--- config.mk ---
export PLATFORM = sky130hd
export DESIGN_NAME = mul_add_shift
export DESIGN_NICKNAME = d
export VERILOG_FILES = /design/src/rtl/mul_add_shift_pkg.sv /design/src/rtl/mul_step_counter.sv /design/src/rtl/mul_control.sv /design/src/rtl/mul_datapath.sv /design/src/rtl/mul_add_shift.sv
export SDC_FILE = /design/constraint.sdc
export NUM_CORES = 1
export LEC_CHECK = 0
export ABC_CLOCK_PERIOD_IN_PS = 4830
export BUFFER_PORTS_ARGS = -buffer_cell sky130_fd_sc_hd__buf_2
export CAP_MARGIN = 30
export CORE_UTILIZATION = 50
export CTS_BUF_LIST = sky130_fd_sc_hd__clkbuf_16
export DETAILED_ROUTE_END_ITERATION = 8
export GPL_TIMING_DRIVEN = 0
export PLACE_DENSITY = 0.81
export SLEW_MARGIN = 20
export SYNTH_ARGS = -nofsm -noshare
export SYNTH_HDL_FRONTEND = slang
export SYNTH_SLANG_ARGS = --single-unit
--- constraint.sdc ---
create_clock -name clk -period 4.83 [get_ports clk]
set_clock_uncertainty 0.1 [all_clocks]
set_input_delay 0.2415 -clock clk [delete_from_list [all_inputs] [get_ports clk]]
set_output_delay 0.2415 -clock clk [all_outputs]
set_load 0.05 [all_outputs]
--- src/rtl/mul_add_shift_pkg.sv ---
package mul_add_shift_pkg;
  typedef struct packed {
    logic load;
    logic add;
    logic shift;
  } mulStrobes_t;

  typedef enum logic [1:0] {
    ST_IDLE  = 2'd0,
    ST_TEST  = 2'd1,
    ST_SHIFT = 2'd2,
    ST_DONE  = 2'd3
  } mulState_t;
endpackage

--- src/rtl/mul_step_counter.sv ---
module mul_step_counter #(
  parameter int WIDTH = 4
) (
  input  logic clk,
  input  logic rst,
  input  logic clear,
  input  logic step,
  output logic lastStep
);
  localparam int CW = $clog2(WIDTH + 1);

  logic [CW-1:0] stepCnt;

  always_ff @(posedge clk) begin
    if (rst || clear) stepCnt <= '0;
    else if (step)    stepCnt <= stepCnt + 1'b1;
  end

  // high once WIDTH-1 shifts are behind us, so the coming shift is the final one
  assign lastStep = (stepCnt == CW'(WIDTH - 1));
endmodule

--- src/rtl/mul_control.sv ---
module mul_control
  import mul_add_shift_pkg::*;
#(
  parameter int WIDTH = 4
) (
  input  logic        clk,
  input  logic        rst,
  input  logic        start,
  input  logic        mBit,
  output mulStrobes_t strobes,
  output logic        done
);
  mulState_t state, stateNext;
  logic lastStep;

  mul_step_counter #(.WIDTH(WIDTH)) u_cnt (
    .clk      (clk),
    .rst      (rst),
    .clear    (strobes.load),
    .step     (strobes.shift),
    .lastStep (lastStep)
  );

  always_comb begin
    strobes   = '0;
    stateNext = state;
    unique case (state)
      ST_IDLE: begin
        if (start) begin
          strobes.load = 1'b1;
          stateNext    = ST_TEST;
        end
      end
      ST_TEST: begin
        if (mBit) begin
          strobes.add = 1'b1;
          stateNext   = ST_SHIFT;
        end else begin
          strobes.shift = 1'b1;
          stateNext     = lastStep ? ST_DONE : ST_TEST;
        end
      end
      ST_SHIFT: begin
        strobes.shift = 1'b1;
        stateNext     = lastStep ? ST_DONE : ST_TEST;
      end
      ST_DONE: stateNext = ST_IDLE;
      default: stateNext = ST_IDLE;
    endcase
  end

  always_ff @(posedge clk) begin
    if (rst) state <= ST_IDLE;
    else     state <= stateNext;
  end

  assign done = (state == ST_DONE);
endmodule

--- src/rtl/mul_datapath.sv ---
module mul_datapath
  import mul_add_shift_pkg::*;
#(
  parameter int WIDTH = 4
) (
  input  logic               clk,
  input  logic               rst,
  input  mulStrobes_t        strobes,
  input  logic [WIDTH-1:0]   mcand,
  input  logic [WIDTH-1:0]   mplier,
  output logic               mBit,
  output logic [2*WIDTH-1:0] product
);
  localparam int AW = 2 * WIDTH + 1;

  logic [AW-1:0]    acc;
  logic [WIDTH-1:0] mcandQ;
  logic [WIDTH:0]   sumHi;

  assign sumHi = {1'b0, acc[AW-2:WIDTH]} + {1'b0, mcandQ};

  always_ff @(posedge clk) begin
    if (rst) begin
      acc    <= '0;
      mcandQ <= '0;
    end else if (strobes.load) begin
      acc    <= {{(WIDTH+1){1'b0}}, mplier};
      mcandQ <= mcand;
    end else if (strobes.add) begin
      acc[AW-1:WIDTH] <= sumHi;
    end else if (strobes.shift) begin
      acc <= acc >> 1;
    end
  end

  assign mBit    = acc[0];
  assign product = acc[AW-2:0];
endmodule

--- src/rtl/mul_add_shift.sv ---
module mul_add_shift
  import mul_add_shift_pkg::*;
#(
  parameter int WIDTH = 4
) (
  input  logic               clk,
  input  logic               rst,
  input  logic               start,
  input  logic [WIDTH-1:0]   mcand,
  input  logic [WIDTH-1:0]   mplier,
  output logic [2*WIDTH-1:0] product,
  output logic               done
);
  mulStrobes_t strobes;
  logic        mBit;

  mul_control #(.WIDTH(WIDTH)) u_ctrl (
    .clk     (clk),
    .rst     (rst),
    .start   (start),
    .mBit    (mBit),
    .strobes (strobes),
    .done    (done)
  );

  mul_datapath #(.WIDTH(WIDTH)) u_dp (
    .clk     (clk),
    .rst     (rst),
    .strobes (strobes),
    .mcand   (mcand),
    .mplier  (mplier),
    .mBit    (mBit),
    .product (product)
  );
endmodule

# After elaboration in Yosys (flattened, before gate mapping)

Index checks and enable logic that the tools add are counted.

Input bits: 11
Output and inout bits: 9
Bits in registers: 18
Logic and storage cells: 33

Equal/unequal tests: 6
Add/subtract/negate cells: 2
Reductions and logical operators: 6
Muxes and demuxes: 14

Operators with widths:

| operator            | count |
|---|---|
| $mux 9              | 1 |
| $mux 4              | 2 |
| $pmux 2 s4          | 1 |
| $mux 2              | 3 |
| $add 4x4->5         | 1 |
| $mux 1              | 5 |
| $mux 5              | 1 |
| $eq 2x2->1 const B  | 2 |
| $reduce_bool 2->1   | 2 |
| $add 3x1->3 const B | 1 |
| $eq 3x2->1 const B  | 1 |
| $eq 2x1->1 const B  | 1 |
| $logic_not 2->1     | 1 |
| $ne 2x1->1 const B  | 1 |
| $ne 2x2->1 const B  | 1 |
| $pmux 1 s2          | 1 |
| $reduce_and 2->1    | 1 |
| $reduce_or 2->1     | 1 |
| $logic_or 1x1->1    | 1 |

# Longest topological paths before layout

Depth in word-level cells: 5
Gate-level depth with buffers: 7
Gate-level depth less buffers: 6

# By module

From an unflattened synthesis, not the netlist that was laid out.

Cells, all modules: 119
Area total of the unflattened synthesis: 1,109.8 um2

Modules (own cells, without submodules):

| module           | cells each | times used | sequential area each (um2) | area each (um2) |
|---|---|---|---|---|
| mul_datapath     | 86         | 1          | 260.2                      | 773.2 |
| mul_control      | 21         | 1          | 40.0                       | 190.2 |
| mul_step_counter | 12         | 1          | 60.1                       | 146.4 |

# Worst setup path before layout

OpenSTA, ideal clock, no wires.

Path kind: register -> register
Start: register u_ctrl.state[1]
End: register u_ctrl.u_cnt.stepCnt[2]
Setup slack: 3.214 ns
Clock period less this slack: 1.616 ns
Cell stages (with the launch flop): 7
Required time: 4.665 ns
Buffers on the path: 0
Setup time: 0.065 ns
Data arrival time: 1.451 ns
Path through: dfxtp_1 -> inv_1 -> ha_1 -> nor2b_4 -> o21ai_4 -> mux2_2 -> nor2_1

Word-level cells in the longest chain between the ends: 3
Elaborated cells between the ends (all ways): 6
Those cells by class: eq/ne (2); mux (2); reduce/logical (2)

RTL lines:

| what                                               | line                   | source |
|---|---|---|
| start: declaration                                 | mul_control.sv:13      | `mulState_t state, stateNext;` |
| start signal: assignment                           | mul_control.sv:54      | `else state <= stateNext;` |
| branches (longest 3 deep; another with $eq 2x2->1) | n/a                    |  |
| end signal: assignment                             | mul_step_counter.sv:16 | `else if (step) stepCnt <= stepCnt + 1'b1;` |
| end: declaration                                   | mul_step_counter.sv:12 | `logic [CW-1:0] stepCnt;` |

Several ways; the timed one is not identified.
A chain may end at the register's enable or synchronous reset.

# Worst setup path after layout

Start: register u_ctrl.state[0]
End: register u_dp.acc[0]

Word-level cells in the longest chain between the ends: 4
Elaborated cells between the ends (all ways): 10
Those cells by class: eq/ne (3); mux (4); reduce/logical (3)

RTL lines:

| what                                                             | line               | source |
|---|---|---|
| $eq 2x2->1 (tied with other cells)                               | mul_control.sv:27  | `unique case (state)` |
| $pmux 1 s2 / $mux 1 (equally long branches)                      | mul_control.sv:27  |  |
| $reduce_bool 2->1 (no line) / $ne 2x1->1 (equally long branches) | n/a                |  |
| $reduce_and 2->1 (no line)                                       | n/a                |  |
| end signal: assignment                                           | mul_datapath.sv:27 | `acc <= {{(WIDTH+1){1'b0}}, mplier};` |
| end signal: indexed assignment                                   | mul_datapath.sv:30 | `acc[AW-1:WIDTH] <= sumHi;` |
| end signal: assignment                                           | mul_datapath.sv:32 | `acc <= acc >> 1;` |
| end: declaration                                                 | mul_datapath.sv:16 | `logic [AW-1:0] acc;` |

Parallel ways exist; a longest one is shown, timed or not.

==> results.toml <==
[status]
status = "finished, final reports clean"

[route]
wire_per_inst_um = 12.5
drc = 0
wl_um = 2150
drt_iter0_drc = 22
final_antenna_net_count = 0
viasPerCell = 5.47
vias = 941
dr.pass1.iters = 4

[timing]
fin_crit_sh_pct = 38.9
rsz0062_at_grt = "no"
max_freq_mhz = 532
slew_headroom_pct = 69.7
period_needed_ns = 1.88
worstMarginPinSlew_ns = 0.454
worst_slack_ns = 2.95
report.final.slew_viol_count = 0
finalSetupTns_ns = 0
hold_viol = 0
finalSetupViolCount = 0

[floorplan]
placementRows = 16
initial_utilization_pct = 54.2
io_pins = 20
die_w_um = 48.3
fp.dieArea_um2 = 2340
chipHeight_um = 48.3
core_area_um2 = 1980

[synth]
yosysWarnings = 0
syn_area_um2 = 1070
yosys-top-cells-area = "dfxtp_1 (34%), ha_1 (13%), nand2_1 (5.9%)"
synthDistinctLibCells = 30
ys_ff_latch = 18
yosysTopAreaCell = "dfxtp_1"
synth_top_area_share_pct = 33.6
synth_cells = 122
syn_area_per_cell_um2 = 8.80
syn_nets = 145
yosysSeqAreaShare_pct = 33.6

[worst_setup_path]
worst_ep_required_time_ns = 4.88
end_kind = "register"
worstPathArrival_ns = 1.93
critical_path_peak_fanout = 10
setup.worst_path.start_class = "register"
crit_type = "register to register"

[global_routing]
grt_usage_pct = 19.3
grt.overflow.total = 0
grt_pass1_wl_um = 3600
grt_start_max_net_pins = 11
grt_pass1_vias = 888
antenna_found_initial = 0

[placement]
place_ws_ns = 2.95
portBuffers = 19
gp_congestion = 0.814
dp_hpwl_um = 1600

[power]
powerDensity_nw_per_um2 = 328
vdd_ir_drop_max_mv = 0.351
cellLeakagePower_nw = 0.602

[clock_tree]
h-tree-depth = 1
cts_sinks = 18
holdBufCountCts = 0
cts_tree = "yes"
cts_root_buffer = "clkbuf_16"
cts_buffer_depth = 2
clk_latency_ns = 0.25
cts_buffers = 3
path_clk_slew_ns = 0.05
post_cts_buffers = 0
cts-resized-gates = 0

[run]
cap_violations = 0

[layout]
insertedDiodeCount = 0
fillers = 162
final_layout_size_suffix_gt1_share_pct = 25.5
area_growth_pct = 19.3
nets = 169

[worst_hold_path]
hp-class = "primary input to register"
[per-stage QoR]
step                      cells  utilization [%]  hold WS (ns)  area, um^2  power, W
final                       172             64.6         0.130        1280  0.000421
after global routing        172             64.6         0.144        1280  0.000438
after CTS                   172             64.6         0.133        1280  0.000424
after detailed placement    168             60.7         0.366        1200  0.000255
after global placement      168             60.7         0.353        1200  0.000251
after floorplan             122                -         0.277        1070  0.000235
[flip-flops by register name, summed over array words and instances (netlist names)]
signal,cells
u_ctrl.u_cnt.stepCnt,3
u_ctrl.state,2
u_dp.mcandQ,4
u_dp.acc,9
[cells in the mapped netlist]
| master | instances |
|---|---|
| a211oi_1 | 4 |
| a21o_1 | 1 |
| a21oi_1 | 12 |
| a221oi_1 | 1 |
| a22o_1 | 3 |
| a311oi_1 | 1 |
| a31o_2 | 1 |
| and2_1 | 1 |
| buf_2 | 1 |
| buf_4 | 8 |
| clkbuf_1 | 3 |
| dfxtp_1 | 18 |
| fa_1 | 1 |
| ha_1 | 11 |
| inv_1 | 7 |
| mux2_2 | 2 |
| mux2i_1 | 5 |
| nand2_1 | 17 |
| nand2b_1 | 1 |
| nand3_1 | 3 |
| nor2_1 | 7 |
| nor2b_1 | 3 |
| nor2b_4 | 1 |
| nor4_1 | 1 |
| o21a_1 | 1 |
| o21ai_0 | 3 |
| o21ai_2 | 1 |
| o21ai_4 | 1 |
| xnor2_1 | 2 |
| xor2_1 | 1 |
[path summary, 6_finish.rpt]
kind	from	endpoint	slack, ns	cells past startpoint
worst max register to register	u_ctrl.state[0]	u_dp.acc[0]	2.95	6
worst min-delay path	mcand[1]	u_dp.mcandQ[1]	0.13	3
worst max-delay path	u_ctrl.state[0]	u_dp.acc[0]	2.95	6
worst min register to register	u_dp.mcandQ[0]	u_dp.mcandQ[0]	0.37	2
[metal layers]
layer,vias to the layer above,GRT usage (%),routed length (um)
met5,-,0,0
met4,0,2.94,28
met3,4,5.03,105
met2,28,39.0,1140
met1,452,19.8,873
li1,457,-,-
[cells by family (layout without fill, tap and decap cells)]
| group | after synthesis | count (layout) | share of synthesized area (%) |
|---|---|---|---|
| and+or+nand+nor | 34 | 34 | 14.6 |
| AOI/OAI and AO/OA | 29 | 29 | 18.4 |
| buffers and inverters | 19 | 42 | 9.56 |
| DFF | 18 | 18 | 33.6 |
| adders and majority gates | 12 | 12 | 14.7 |
| muxes | 7 | 7 | 6.76 |
| xor gates and xnor gates | 3 | 3 | 2.45 |
[layout by cell type, fill, tap and decap left out]
master	synthesis	routed
inv_1	7	7
clkinv_1	0	1
o21ai_2	1	1
clkbuf_1	3	3
nand2_1	17	17
xnor2_1	2	2
buf_2	1	20
nor2b_4	1	1
xor2_1	1	1
o21ai_0	3	3
nor2_1	7	7
mux2_2	2	2
o21ai_4	1	1
and2_1	1	1
dfxtp_1	18	18
nor4_1	1	1
a221oi_1	1	1
clkbuf_16	0	3
a21oi_1	12	12
fa_1	1	1
nor2b_1	3	3
ha_1	11	11
a311oi_1	1	1
a211oi_1	4	4
nand2b_1	1	1
buf_4	8	8
o21a_1	1	1
a31o_2	1	1
mux2i_1	5	5
nand3_1	3	3
a21o_1	1	1
a22o_1	3	3
[area by class of cell]
type	count	area [um^2]	share of cell area, %
Buffer	12	76.3	5.96
Clock buffer	3	75.1	5.86
Clock inverter	1	3.75	0.293
Inverter	7	26.3	2.05
Multi-Input combinational cell	85	611	47.7
Sequential cell	18	360	28.1
Tap cell	27	33.8	2.64
Timing Repair Buffer	19	95.1	7.42
[where the power goes]
group | internal (W) | switching [W] | total (W)
Sequential | 0.000157 | 0.00000823 | 0.000165
Clock | 0.000110 | 0.0000581 | 0.000168
Combinational | 0.0000342 | 0.0000528 | 0.0000870
Total | 0.000301 | 0.000119 | 0.000421
[critical path: stages, from the launching register on]
cell	delay, ns
dfxtp_1	0.37
inv_1	0.10
ha_1	0.22
nand2_1	0.19
clkbuf_1	0.39
a21oi_1	0.11
a311oi_1	0.29
No activity file was read; power rests on OpenSTA's default activity.
